$ cat src/rtl/stat_pin_pkg.sv
package stat_pin_pkg;
  typedef enum logic {
    MODE_LEVEL = 1'b0,
    MODE_PULSE = 1'b1
  } pinMode_e;

  typedef struct packed {
    logic statusMode;
    logic loadPulse;
  } pinCtl_t;
endpackage

$ cat src/rtl/stat_pin_ctrl.sv
module stat_pin_ctrl
  import stat_pin_pkg::*;
(
  input  logic    clk,
  input  logic    rstN,
  input  logic    peBusy,
  input  logic    peDone,
  input  logic    modeWr,
  input  logic    modeSel,
  input  logic    pulseActive,
  output pinCtl_t ctl
);
  pinMode_e modeQ;
  pinMode_e pendModeQ;
  logic     pendValidQ;
  logic     idle;
  logic     wrReq;
  pinMode_e wrVal;

  assign idle  = !peBusy && !pulseActive;
  assign wrReq = modeWr || pendValidQ;
  assign wrVal = modeWr ? pinMode_e'(modeSel) : pendModeQ;

  always_ff @(posedge clk) begin
    if (!rstN) begin
      modeQ      <= MODE_LEVEL;
      pendModeQ  <= MODE_LEVEL;
      pendValidQ <= 1'b0;
    end else if (wrReq && idle) begin
      modeQ      <= wrVal;
      pendValidQ <= 1'b0;
    end else if (modeWr) begin
      pendModeQ  <= pinMode_e'(modeSel);
      pendValidQ <= 1'b1;
    end
  end

  assign ctl.statusMode = (modeQ == MODE_PULSE);
  assign ctl.loadPulse  = (modeQ == MODE_PULSE) && peDone;
endmodule

$ cat src/rtl/stat_pin_dp.sv
module stat_pin_dp
  import stat_pin_pkg::*;
#(
  parameter int PULSE_W = 4
) (
  input  logic    clk,
  input  logic    rstN,
  input  logic    peBusy,
  input  pinCtl_t ctl,
  output logic    pulseActive,
  output logic    pinLow
);
  localparam int CNT_W = $clog2(PULSE_W + 1);
  localparam logic [CNT_W-1:0] FULL = CNT_W'(PULSE_W);

  logic [CNT_W-1:0] cntQ;
  logic             busyQ;
  logic             holdQ;

  always_ff @(posedge clk) begin
    if (!rstN) begin
      cntQ  <= '0;
      busyQ <= 1'b0;
    end else begin
      busyQ <= peBusy;
      if (ctl.loadPulse)   cntQ <= FULL;
      else if (cntQ != '0) cntQ <= cntQ - 1'b1;
    end
  end

  // Keeps the pin held low through reset only while an operation that
  // was running at reset entry is still running.
  always_ff @(posedge clk) begin
    holdQ <= rstN ? peBusy : (holdQ && peBusy);
  end

  assign pulseActive = (cntQ != '0);

  always_comb begin
    if (!rstN)               pinLow = holdQ;
    else if (ctl.statusMode) pinLow = pulseActive;
    else                     pinLow = busyQ;
  end
endmodule

$ cat src/rtl/stat_pin_top.sv
module stat_pin_top
  import stat_pin_pkg::*;
#(
  parameter int PULSE_W = 4
) (
  input  logic clk,
  input  logic rstN,
  input  logic peBusy,
  input  logic peDone,
  input  logic modeWr,
  input  logic modeSel,
  output logic pinLow
);
  pinCtl_t ctlBus;
  logic    pulseActive;
  logic    modeIsPulse;

  stat_pin_ctrl u_ctrl (
    .clk(clk), .rstN(rstN), .peBusy(peBusy), .peDone(peDone),
    .modeWr(modeWr), .modeSel(modeSel), .pulseActive(pulseActive),
    .ctl(ctlBus)
  );

  stat_pin_dp #(.PULSE_W(PULSE_W)) u_dp (
    .clk(clk), .rstN(rstN), .peBusy(peBusy), .ctl(ctlBus),
    .pulseActive(pulseActive), .pinLow(pinLow)
  );

  assign modeIsPulse = ctlBus.statusMode;
endmodule

$ cat config.mk
export PLATFORM = sky130hd
export DESIGN_NAME = stat_pin_top
export DESIGN_NICKNAME = d
export VERILOG_FILES = /design/src/rtl/stat_pin_pkg.sv /design/src/rtl/stat_pin_ctrl.sv /design/src/rtl/stat_pin_dp.sv /design/src/rtl/stat_pin_top.sv
export SDC_FILE = /design/constraint.sdc
export NUM_CORES = 1
export LEC_CHECK = 0
export CORE_AREA = 2 2 39 41
export DETAILED_ROUTE_END_ITERATION = 16
export DIE_AREA = 0 0 41 43
export PLACE_DENSITY_LB_ADDON = 0.25
export SETUP_SLACK_MARGIN = 0.1
export SYNTH_ARGS = -nofsm -noshare
export SYNTH_HDL_FRONTEND = slang
export SYNTH_SLANG_ARGS = --single-unit
$ cat constraint.sdc
create_clock -name clk -period 2.4 [get_ports clk]
set_input_delay 0.48 -clock clk [delete_from_list [all_inputs] [get_ports clk]]
set_output_delay 0.48 -clock clk [all_outputs]
set_load 0.005 [all_outputs]
---- After elaboration in Yosys (flattened, before gate mapping) ----
Cells that the tools add are included.
operators by class
  bitwise logic cells ..................... 1
  mux-type cells .......................... 6
  reductions and logical operators ........ 11
  $add $sub $neg .......................... 1
operators by type and width
  operator                                          number
  2-to-1 mux 3 bit                                  2
  logical AND 1 bit                                 4
  2-to-1 mux 1 bit                                  4
  OR reduction 2 bit                                2
  nonzero test 3 bit                                1
  subtractor 3 x 1 -> 3 bit, second input constant  1
  logical NOT 1 bit                                 2
  nonzero test 2 bit                                1
  logical OR 1 bit                                  1
  NOT 1 bit                                         1
word-level totals
  output and inout port bits .............. 1
  input port bits ......................... 6
  bits in registers ....................... 8
  logic and storage cells ................. 26

---- Logic depth before layout (Yosys ltp) ----
  depth in word-level cells ............... 5
  depth in mapped cells ................... 6
  gate-level depth less buffers ........... 6

---- By module ----
From an unflattened synthesis, not the netlist that was laid out.
unflattened totals
  cells, all modules ...................... 42
  area, all modules ....................... 385.4 um^2
by module, submodules not included
  module         area an instance (um^2)  times used  cells an instance
  stat_pin_dp    246.5                    1           26
  stat_pin_ctrl  138.9                    1           16

---- Worst setup path before layout ----
Ideal clock, no wire load.
  kind .................................... register to output
  start ................................... reg u_dp.cntQ[0]
  end ..................................... out pinLow
  arrival time ............................ 1.126 ns
  required time ........................... 1.920 ns
  buffers on the path ..................... 0
  stages on the path, launching flop included .. 7
  path slack .............................. 0.794 ns
  cell sequence ........................... dfxtp_1 -> inv_1 -> ha_1 -> ha_1 -> nand2_1 -> o21ai_0 -> a21oi_1
on the way
  word-level cells in the longest chain between the ends .. 3
ends and longest elaborated chain
  what                      line                source
  start: declaration        stat_pin_dp.sv:16   logic [CNT_W-1:0] cntQ;
  start signal: assignment  stat_pin_dp.sv:27   else if (cntQ != '0) cntQ <= cntQ - 1'b1;
  nonzero test 3 bit        stat_pin_dp.sv:37   assign pulseActive = (cntQ != '0);
  2-to-1 mux 1 bit          stat_pin_dp.sv:41   else if (ctl.statusMode) pinLow = pulseActive;
  2-to-1 mux 1 bit          stat_pin_dp.sv:40   if (!rstN) pinLow = holdQ;
  end: declaration          stat_pin_top.sv:12  output logic pinLow
Every way passes these cells.

---- Worst setup path in the final report ----
Ends and elaborated chain as after synthesis.

==> results.tsv <==
stage	metric	value	unit
detailed_routing	drt-total-wl	571	um
cells_and_area	drive_above_1_share	15.7	%
pwr	total_power	0.387	mW
clocking	cts.sink_count	8	
pwr	clkPwrFrac	25.7	%
die	start_util	26.5	%
pwr	combPwrFrac	32.0	%
clocking	cts_buffers	3	
clocking	cts_htree_levels	1	
global_routing	grt_usage	8.96	%
synthesis	ys_seq_elements	8	
sta	setup_viol	0	
sta	tightest_slew	0.161	ns
detailed_routing	firstDrtPassIters	2	
setup_path	r2r_end	u_ctrl.modeQ	
setup_path	worstPathArrival	1.56	ns
synthesis	synth_top_area_share	43.7	%
setup_path	cp.required	1.92	ns
setup_path	critical_path_class	reg2out	
sta	max_freq	489	MHz
sta	finalHoldViolCount	0	
synthesis	yosysWarnings	0	
pwr	p_leak	0.214	nW
sta	final_max_slew_viol_count	0	
global_routing	grt_pass1_wl	1000	um
die	dieArea	1760	um^2
clocking	cts_resized	1	
pwr	power.internal	0.274	mW
synthesis	synth_seq_area_share	43.7	%
synthesis	syn_nets	49	
die	ios	7	
worst_hold_path	hp-class	reg2reg	
die	die_w	41	um
die	core-area	1380	um^2
detailed_routing	postRouteAntennaNets	0	
setup_path	critPathCaptureType	primary output	
synthesis	yosys.area.top_type	dfxtp_1	
clocking	clock_path_buffers	2	
clocking	clk_latency	0.25	ns
cells_and_area	syn_to_final_growth	31.7	%
global_routing	overflow	0	
pwr	p_seq_share	42.3	%
setup_path	startpoint	u_dp.cntQ[0]	
synthesis	syn_avg_cell_area	9.17	um^2
pwr	powerDensity	801	nW/um^2
clocking	cts-root-buf	clkbuf_4	
sta	clock_skew	0.00202	ns
detailed_routing	vias	273	
clocking	hold_buffers	0	
detailed_routing	drc	0	
clocking	cts_tree	yes	
detailed_routing	drt-initial-drc-count	4	
pwr	switching_share	29.0	%
setup_path	critPathLaunchType	register	
setup_path	worst-path-max-fanout	2	
synthesis	ys_types	18	
cells_and_area	n_antenna_cell	0	
global_routing	antenna_found_initial	0	
clocking	cts_setup_buffers	0	
placed_design	gp_congestion	0.665	
detailed_routing	wl_per_cell	8.52	um
detailed_routing	detail_route.vias_per_cell	4.07	
sta	rsz0062_at_grt	false	
global_routing	grt_pass1_vias	280	
setup_path	r2r_cells	7	
pwr	worst_ir_drop_vdd	0.326	mV
sta	whs	0.483	ns
placed_design	hpwl	437	um
cells_and_area	multiInputGateArea	191	um^2
cells_and_area	fillCellCount	147	
die	fp.dieH	43	um
sta	min_period_over_period	85.2	%
setup_path	r2r-start	u_dp.cntQ[0]	
cells_and_area	final-seq-area	160	um^2
sta	setup-tns-final	0	ns
cells_and_area	final_net_count	62	
run	maxCapViolCount	0	
cells_and_area	final_util	34.9	%
sta	relSlewSlack	89.2	%
synthesis	synth_area	367	um^2
placed_design	numPortBuffers	6	
setup_path	critPathCapture	pinLow	
run_status	outcome	finished, final reports clean	
cells_and_area	layout_commonest_cell	dfxtp_1	
setup_path	r2r_slack	0.91	ns
synthesis	syn_inst	40	
global_routing	grt_max_degree	7	
sta	period_minus_slack	2.04	ns
clocking	clk_pin_slew_worst_paths	0.05	ns
cells_and_area	layout_common_cells	8 x dfxtp_1, 5 x nor2_1, 5 x clkdlybuf4s50_1, 4 x inv_1	
pwr	p_switching	0.112	mW
synthesis	yosys-top-cells-area	dfxtp_1 44%, ha_1 10%, mux2i_1 5.5%	
die	rows	14	
[how the worst min path moves through the flow]
stage                            start            to  slack [ns]  cells after the start
after floorplan             u_dp.holdQ    u_dp.holdQ        0.44                      2
after global placement    u_dp.cntQ[1]  u_dp.cntQ[1]        0.47                      2
after detailed placement  u_dp.cntQ[1]  u_dp.cntQ[1]        0.48                      2
after CTS                 u_dp.cntQ[1]  u_dp.cntQ[1]        0.49                      2
after global routing      u_dp.cntQ[1]  u_dp.cntQ[1]        0.51                      2
final                     u_dp.cntQ[1]  u_dp.cntQ[1]        0.48                      2
[metrics by stage]
stage          instance area, um^2  cells  setup WS (ns)
2_1_floorplan                  367     40          0.794
3_3_place_gp                   462     64          0.274
3_5_place_dp                   462     64          0.258
4_1_cts                        483     67          0.329
5_1_grt                        483     67          0.215
6_report                       483     67          0.356
[cell families (layout without fill, tap and decap cells)]
kind of cell,count (synthesis),count (layout),share of synthesized area [%]
flops,8,8,43.7
compound gates,8,8,13.7
mux,2,2,5.46
xor+xnor,1,1,2.39
simple gates,14,14,20.5
buf+inv,4,15,4.09
fa+ha+maj,3,3,10.2
[layer usage]
metal	GRT usage, %	wire, um	up-vias
met4	8.00	0	0
met3	3.14	26	0
met1	10.4	285	114
met5	0	0	-
li1	-	-	153
met2	12.2	259	6
[synthesized netlist by cell type, drive strengths merged]
cell,number
and3,1
or3,1
xor2,1
o21a,1
and2,1
and3b,1
nor2b,1
dfxtp,8
nand2,3
ha,3
a21boi,3
nor2,5
o21ai,2
inv,4
mux2i,2
a21oi,2
nand2b,1
[registers in the layout (all words and copies together) (netlist names)]
| signal | cells |
|---|---|
| u_dp.cntQ | 3 |
| u_ctrl.modeQ | 1 |
| u_ctrl.pendModeQ | 1 |
| u_ctrl.pendValidQ | 1 |
| u_dp.busyQ | 1 |
| u_dp.holdQ | 1 |
[power by group through the flow]
stage	sequential [mW]	clock, mW	combinational (mW)
after global routing	0.166	0.110	0.148
after CTS	0.164	0.107	0.126
final	0.164	0.0992	0.124
after global placement	0.166	0	0.128
after detailed placement	0.166	0	0.126
after floorplan	0.164	0	0.0873
[layout make-up]
class	count	share of cell area, %
inverters	4	3.11
flip-flops and latches	8	33.2
repair buffers	8	15.3
multi-input cells	28	39.6
clock buffers	3	4.66
well taps	16	4.15
[worst max-delay path: stages, from the launching register on]
cell and delay, ns:
dfxtp_1 0.33, inv_1 0.05, ha_1 0.20, ha_1 0.20, nand2_1 0.06, o21ai_0 0.08, a21oi_1 0.15, dlygate4sd2_1 0.25
Note: power is estimated with default switching activity, not from simulation.
